## src/rtl/fmc_pkg.sv

```systemverilog
package fmc_pkg;

  typedef struct packed {
    logic lvl;
    logic en;
  } margin_t;

  localparam margin_t MARGIN_DEFAULT = '{lvl: 1'b0, en: 1'b0};

  typedef enum logic [1:0] {
    SEL_PF     = 2'd0,
    SEL_DF     = 2'd1,
    SEL_ERRCFG = 2'd2,
    SEL_STATUS = 2'd3
  } reg_sel_e;

  // Effective code driven to an array: level only counts when enabled.
  function automatic logic [1:0] eff_code(margin_t m);
    return {m.en, m.en & m.lvl};
  endfunction

  // A write that enables a margin on one array clashes with an enabled other array.
  function automatic logic clashes(margin_t incoming, margin_t other);
    return incoming.en & other.en;
  endfunction

endpackage

```

## src/rtl/fmc_margin_regs.sv

```systemverilog
module fmc_margin_regs
  import fmc_pkg::*;
(
  input  logic    clk,
  input  logic    rst_n,
  input  logic    wr_pf,
  input  logic    wr_df,
  input  margin_t wr_val,
  input  logic    unlock,
  input  logic    flash_busy,
  input  logic    clr_rej,
  output margin_t pf_q,
  output margin_t df_q,
  output logic    rej_q,
  output logic    margin_changed
);

  logic pf_ok, df_ok, pf_refused, df_refused;
  logic pf_changes, df_changes;

  assign pf_ok      = wr_pf && unlock && !flash_busy && !clashes(wr_val, df_q);
  assign df_ok      = wr_df && !flash_busy && !clashes(wr_val, pf_q);
  assign pf_refused = wr_pf && !pf_ok;
  assign df_refused = wr_df && !df_ok;

  assign pf_changes = pf_ok && (eff_code(wr_val) != eff_code(pf_q));
  assign df_changes = df_ok && (eff_code(wr_val) != eff_code(df_q));
  assign margin_changed = pf_changes || df_changes;

  always_ff @(posedge clk or negedge rst_n) begin
    if (!rst_n) begin
      pf_q  <= MARGIN_DEFAULT;
      df_q  <= MARGIN_DEFAULT;
      rej_q <= 1'b0;
    end else begin
      if (pf_ok) pf_q <= wr_val;
      if (df_ok) df_q <= wr_val;
      if (pf_refused || df_refused) rej_q <= 1'b1;
      else if (clr_rej)             rej_q <= 1'b0;
    end
  end

  assert_single_margin_R3: assert property (@(posedge clk) disable iff (!rst_n)
    !(pf_q.en && df_q.en));

  assert_clash_flag_R3: assert property (@(posedge clk) disable iff (!rst_n)
    (wr_df && wr_val.en && pf_q.en) |=> (rej_q && $stable(df_q)));

  assert_pf_locked_R4: assert property (@(posedge clk) disable iff (!rst_n)
    (wr_pf && !unlock) |=> ($stable(pf_q) && rej_q));

  assert_busy_hold_R7: assert property (@(posedge clk) disable iff (!rst_n)
    flash_busy |=> ($stable(pf_q) && $stable(df_q)));

  assert_flag_clear_R11: assert property (@(posedge clk) disable iff (!rst_n)
    (clr_rej && !wr_pf && !wr_df) |=> !rej_q);

endmodule

```

## src/rtl/fmc_settle_timer.sv

```systemverilog
module fmc_settle_timer #(
  parameter int unsigned SETTLE_CYCLES = 600
) (
  input  logic clk,
  input  logic rst_n,
  input  logic restart,
  output logic ready
);

  localparam int unsigned CNT_W = $clog2(SETTLE_CYCLES + 1);

  logic [CNT_W-1:0] remain;

  always_ff @(posedge clk or negedge rst_n) begin
    if (!rst_n)              remain <= '0;
    else if (restart)        remain <= CNT_W'(SETTLE_CYCLES);
    else if (remain != '0)   remain <= remain - 1'b1;
  end

  assign ready = (remain == '0);

  assert_restart_stall_R5: assert property (@(posedge clk) disable iff (!rst_n)
    restart |=> !ready);

  assert_idle_stays_R6: assert property (@(posedge clk) disable iff (!rst_n)
    (ready && !restart) |=> ready);

endmodule

```

## src/rtl/fmc_ecc_route.sv

```systemverilog
module fmc_ecc_route #(
  parameter int unsigned CHK_W = 8
) (
  input  logic             clk,
  input  logic             rst_n,
  input  logic             rd_valid,
  input  logic             sbe,
  input  logic             dbe,
  input  logic [CHK_W-1:0] chk,
  input  logic             trap_en,
  output logic             irq,
  output logic             trap
);

  logic qualified, to_trap, to_irq;

  // Erased words carry all-zero check bits and are treated as clean.
  assign qualified = rd_valid && (chk != '0);
  assign to_trap   = qualified && dbe && trap_en;
  assign to_irq    = qualified && (sbe || (dbe && !trap_en));

  always_ff @(posedge clk or negedge rst_n) begin
    if (!rst_n) begin
      irq  <= 1'b0;
      trap <= 1'b0;
    end else begin
      irq  <= to_irq && !to_trap;
      trap <= to_trap;
    end
  end

  assert_sbe_irq_R8: assert property (@(posedge clk) disable iff (!rst_n)
    (qualified && sbe && !dbe) |=> irq);

  assert_exclusive_R9: assert property (@(posedge clk) disable iff (!rst_n)
    !(irq && trap));

  assert_no_trap_when_off_R9: assert property (@(posedge clk) disable iff (!rst_n)
    !trap_en |=> !trap);

  assert_erased_clean_R10: assert property (@(posedge clk) disable iff (!rst_n)
    (chk == '0 || !rd_valid) |=> (!irq && !trap));

endmodule

```

## src/rtl/flash_margin_ctrl.sv

```systemverilog
module flash_margin_ctrl
  import fmc_pkg::*;
#(
  parameter int unsigned ADDR_W        = 4,
  parameter int unsigned DATA_W        = 32,
  parameter int unsigned CHK_W         = 8,
  parameter int unsigned SETTLE_CYCLES = 600
) (
  input  logic              clk,
  input  logic              rst_n,
  input  logic [ADDR_W-1:0] bus_addr,
  input  logic              bus_we,
  input  logic [DATA_W-1:0] bus_wdata,
  output logic [DATA_W-1:0] bus_rdata,
  input  logic              prot_unlock,
  input  logic              flash_busy,
  input  logic              rd_valid,
  input  logic              ecc_sbe,
  input  logic              ecc_dbe,
  input  logic [CHK_W-1:0]  rd_check,
  output logic              pf_margin_en,
  output logic              pf_margin_lvl,
  output logic              df_margin_en,
  output logic              df_margin_lvl,
  output logic              margin_ready,
  output logic              err_irq,
  output logic              bus_trap
);

  localparam int unsigned PAD_W = DATA_W - 2;

  // Named internal events
  logic    sel_pf, sel_df, sel_errcfg, sel_status;
  logic    wr_pf, wr_df, wr_errcfg, wr_status;
  logic    clr_rej;
  logic    margin_changed;
  logic    rej_q, trap_en_q;
  margin_t wr_val, pf_q, df_q;
  logic [1:0] pf_eff, df_eff;
  logic    unused_wdata_hi;

  assign sel_pf     = (bus_addr == ADDR_W'(SEL_PF));
  assign sel_df     = (bus_addr == ADDR_W'(SEL_DF));
  assign sel_errcfg = (bus_addr == ADDR_W'(SEL_ERRCFG));
  assign sel_status = (bus_addr == ADDR_W'(SEL_STATUS));

  assign wr_pf     = bus_we && sel_pf;
  assign wr_df     = bus_we && sel_df;
  assign wr_errcfg = bus_we && sel_errcfg;
  assign wr_status = bus_we && sel_status;
  assign clr_rej   = wr_status && bus_wdata[1];

  assign wr_val          = '{lvl: bus_wdata[1], en: bus_wdata[0]};
  assign unused_wdata_hi = ^bus_wdata[DATA_W-1:2];

  fmc_margin_regs u_regs (
    .clk            (clk),
    .rst_n          (rst_n),
    .wr_pf          (wr_pf),
    .wr_df          (wr_df),
    .wr_val         (wr_val),
    .unlock         (prot_unlock),
    .flash_busy     (flash_busy),
    .clr_rej        (clr_rej),
    .pf_q           (pf_q),
    .df_q           (df_q),
    .rej_q          (rej_q),
    .margin_changed (margin_changed)
  );

  fmc_settle_timer #(.SETTLE_CYCLES(SETTLE_CYCLES)) u_settle (
    .clk     (clk),
    .rst_n   (rst_n),
    .restart (margin_changed),
    .ready   (margin_ready)
  );

  always_ff @(posedge clk or negedge rst_n) begin
    if (!rst_n)         trap_en_q <= 1'b0;
    else if (wr_errcfg) trap_en_q <= bus_wdata[0];
  end

  fmc_ecc_route #(.CHK_W(CHK_W)) u_route (
    .clk      (clk),
    .rst_n    (rst_n),
    .rd_valid (rd_valid),
    .sbe      (ecc_sbe),
    .dbe      (ecc_dbe),
    .chk      (rd_check),
    .trap_en  (trap_en_q),
    .irq      (err_irq),
    .trap     (bus_trap)
  );

  // Erase/program forces default margins at the arrays.
  assign pf_eff = flash_busy ? 2'b00 : eff_code(pf_q);
  assign df_eff = flash_busy ? 2'b00 : eff_code(df_q);
  assign pf_margin_en  = pf_eff[1];
  assign pf_margin_lvl = pf_eff[0];
  assign df_margin_en  = df_eff[1];
  assign df_margin_lvl = df_eff[0];

  always_comb begin
    bus_rdata = '0;
    if (sel_pf)          bus_rdata = {PAD_W'(0), pf_q};
    else if (sel_df)     bus_rdata = {PAD_W'(0), df_q};
    else if (sel_errcfg) bus_rdata = {PAD_W'(0), 1'b0, trap_en_q};
    else if (sel_status) bus_rdata = {PAD_W'(0), rej_q, !margin_ready};
  end

  assert_busy_default_R7: assert property (@(posedge clk) disable iff (!rst_n)
    flash_busy |-> !(pf_margin_en || df_margin_en || pf_margin_lvl || df_margin_lvl));

  assert_lvl_needs_en_R2: assert property (@(posedge clk) disable iff (!rst_n)
    !(pf_margin_lvl && !pf_margin_en) && !(df_margin_lvl && !df_margin_en));

endmodule

```

## config.mk

```make
export PLATFORM = sky130hd
export DESIGN_NAME = flash_margin_ctrl
export DESIGN_NICKNAME = d
export VERILOG_FILES = /design/src/rtl/fmc_pkg.sv /design/src/rtl/fmc_margin_regs.sv /design/src/rtl/fmc_settle_timer.sv /design/src/rtl/fmc_ecc_route.sv /design/src/rtl/flash_margin_ctrl.sv
export SDC_FILE = /design/constraint.sdc
export NUM_CORES = 1
export LEC_CHECK = 0
export BUFFER_PORTS_ARGS = -buffer_cell sky130_fd_sc_hd__buf_2
export CAP_MARGIN = 10
export CORE_MARGIN = 2
export CORE_UTILIZATION = 40
export DETAILED_ROUTE_END_ITERATION = 8
export PLACE_DENSITY = 0.77
export SLEW_MARGIN = 20
export SYNTH_ARGS = -nofsm -noshare
export SYNTH_HDL_FRONTEND = slang
export SYNTH_HIERARCHICAL = 1
export SYNTH_SLANG_ARGS = --single-unit
```

## constraint.sdc

```tcl
create_clock -name clk -period 2.85 [get_ports clk]
set_input_delay 0.285 -clock clk [delete_from_list [all_inputs] [get_ports clk]]
set_output_delay 0.285 -clock clk [all_outputs]
set_load 0.01 [all_outputs]
```

==> flow_summary.toml <==
[synth]
synthMostInstantiatedCell = "buf_4"
synthDominantCellAreaShare_pct = 33.09
synth_edf_count = 0
postSynthAreaPerCell_um2 = 9.724
synth_cells = 140
synthDistinctLibCells = 46
synthArstFlopShare_pct = 100.0
synth_warnings = 6
syn_area_mm2 = 0.001361
yosysTopAreaCell = "dfrtp_1"
synthTopCellsByArea = "dfrtp_1, buf_4, nor2_1"
synth-seq-area-share_pct = 33.09
ys_ff_latch = 18
synth.top_cells.by_count = "buf_4, dfrtp_1, nor2_1"
ys.flop_type = "dfrtp_1"

[run]
cap_violations = 0

[placement]
pre_cts_ws_ns = 0.3892
placed_area_mm2 = 0.001453
io_buffers = 30
routabilityCongestion = 0.7983
dp_hpwl_mm = 1.745

[cts]
path_clk_slew_ns = 0.09
cts_tree = "done"
cts.sinks = 18
clk_path_buf_depth = 2
root_buffer = "clkbuf_4"
cts_buffers = 3
clkLatencyLatePin_ns = 0.28
cts_max_level = 1
cts-resized-gates = 0

[die]
die_h_um = 62.34
die_x_um = 62.34
die-area_mm2 = 0.003886
ios = 91
initial_core_util_pct = 41.12
core-area_mm2 = 0.003311
fp-row-count = 21

[routing]
dr.pass1.iters = 4
wl_per_cell_um = 10.20
via_count = 1023
antenna_left = 0
drt_iter0_drc = 57
viasPerCell = 4.650
totalWireLength_mm = 2.245
drc_errors = 0

[finish]
drive_above_1_share_pct = 28.74
n_antenna_cell = 0
nets = 231
design_area_mm2 = 0.001493
areaGrowthSynthToFinish_pct = 9.651

[timing]
max_freq_mhz = 369.0
hold_viol_final = 0
setup_violations = 0
fin_ws_ns = 0.1399
slew_viol_final = 0
fin_worst_skew_ns = 0.005786
maxSlewHeadroom_pct = 60.54
tightest_slew_ns = 0.5865
period_minus_slack_ns = 2.710
fin_crit_sh_pct = 95.09

[global_routing]
grt_antenna_before_repair = 0
grt_pass1_wl_mm = 3.684
grt_overflow_total = 0
grt_pass1_vias = 851
grt_use_total_pct = 11.39
grt_max_degree = 19

[critical_path]
critPathLaunchType = "flip-flop"
crit_type = "flip-flop to output port"
worstPathCellList = "inv_1 -> ha_1 -> or4b_4 -> nor3_4 -> inv_4 -> mux4_2 -> and2_1 -> buf_2"
cp_max_fo = 5
max_stage_delay_ns = 0.52
crit_family = "simple AND/OR/NAND/NOR gates"
worstPathRequired_ns = 2.57
slowest_stage = "or4b_4"
worst-endpoint-arrival_ns = 2.43
cp-end-kind = "output port"
path_buf_inv = 3

[pwr]
p_leak_nw = 0.7309
powerDensity_mw_per_mm2 = 627.7
peakVddDrop_mv = 0.2434

[status]
outcome = "completed"

[hold_path]
worstHoldPathType = "primary input to flip-flop"
==> stage by stage <==
| step | setup TNS (ns) | power, mW | util [%] | hold WS (ns) | instances |
|---|---|---|---|---|---|
| global route | -0.005178 | 1.026 | 45.09 | 0.2478 | 220 |
| finish | 0 | 0.9370 | 45.09 | 0.2682 | 220 |
| global placement | 0 | 0.7978 | 43.88 | 0.2401 | 215 |
| detailed placement | 0 | 0.8128 | 43.88 | 0.2453 | 215 |
| floorplan | 0 | 0.7654 | - | -0.01059 | 169 |
| CTS | 0 | 0.9416 | 44.86 | 0.2540 | 219 |
==> routing by layer <==
metal  share of wire [%]  wire (um)  up-vias  global-route usage, %
met5                   0          0        -                      0
met4                   0          0        0                 0.8333
met3                 4.3         96        0                  3.261
met2                  48       1083       27                  19.16
met1                  47       1065      485                  15.27
li1                    -          -      511                      -
==> what timing repair did <==
action | in CTS | in global routing
hold buffers | 1 | 0
buffers inserted | 0 | 1
endpoints found under the hold margin | 18 | 0
endpoints found under the setup margin | 0 | 1
==> cell usage in the layout, fill, tap and decap left out, types with 2 or more instances in the layout <==
cell / netlist / routed
conb_1: 1 / 30
buf_2: 0 / 30
dfrtp_1: 18 / 18
nor2_1: 11 / 11
a21oi_1: 6 / 6
nand2_1: 5 / 5
inv_1: 5 / 5
and2_1: 4 / 4
nand3_1: 4 / 4
o21ai_0: 4 / 4
nor4_1: 4 / 4
mux2i_1: 3 / 3
clkbuf_4: 0 / 3
buf_4: 30 / 3
ha_1: 3 / 3
nor2b_1: 2 / 2
nor3_1: 2 / 2
mux2_1: 2 / 2
nand4_1: 2 / 2
a22o_1: 2 / 2
mux2_2: 2 / 2
nand2b_1: 2 / 2
mux2_4: 2 / 2
o31ai_1: 2 / 2
==> power breakdown <==
group	switching [mW]	internal [mW]	leakage, nW	total [mW]
combinational	0.184	0.175	0.496	0.359
sequential	0.113	0.345	0.221	0.458
clock	0.0704	0.0491	0.0138	0.119
==> logic make-up (layout without fill, tap and decap cells) <==
family	count (synthesis)	after routing	synth area share, %
simple gates	49	49	23.53
buf+inv	38	43	19.49
compound gates	19	19	10.20
flops	18	18	33.09
mux	10	10	9.375
fa+ha+maj	3	3	2.758
xor+xnor	2	2	1.287
other cells	1	30	0.2755
==> registers in the layout, summed over array words and instances, names as in the netlist <==
register / flops
u_regs/pf_q: 2
u_route/irq: 1
u_settle/remain: 10
u_route/trap: 1
u_regs/df_q: 2
u_regs/rej_q: 1
trap_en_q: 1
==> path summary, 6_finish.rpt <==
path	end	cells after the start	slack (ns)	start
min reg2reg	u_regs/rej_q$_DFFE_PN0P_	2	0.51	u_regs/rej_q$_DFFE_PN0P_
max	bus_rdata[0]	8	0.14	u_settle/remain[0]$_DFFE_PN0P_
max in group asynchronous	u_regs/pf_q[1]$_DFFE_PN0P_	2	2.10	rst_n
min	u_route/irq$_DFF_PN0_	2	0.27	rd_valid
min in group asynchronous	u_settle/remain[3]$_DFFE_PN0P_	2	0.45	rst_n
max reg2reg	u_settle/remain[1]$_DFFE_PN0P_	7	0.84	u_settle/remain[0]$_DFFE_PN0P_
==> worst reg2reg max path, stage by stage (launching register included) <==
cell and delay (ns):
dfrtp_1 0.40, inv_1 0.09, ha_1 0.19, or4b_4 0.52, nor3_4 0.19, buf_4 0.18
mux2_1 0.31, nor2_1 0.08
==> layout make-up <==
type / count / area (um^2)
clock buffer: 3 / 22.52
tap: 46 / 57.56
multi-input combinational: 113 / 754.5
inverter: 6 / 25.02
fill: 339 / 1818
timing repair buffer: 34 / 182.7
sequential: 18 / 450.4
Note: power is estimated with default switching activity, not from simulation.
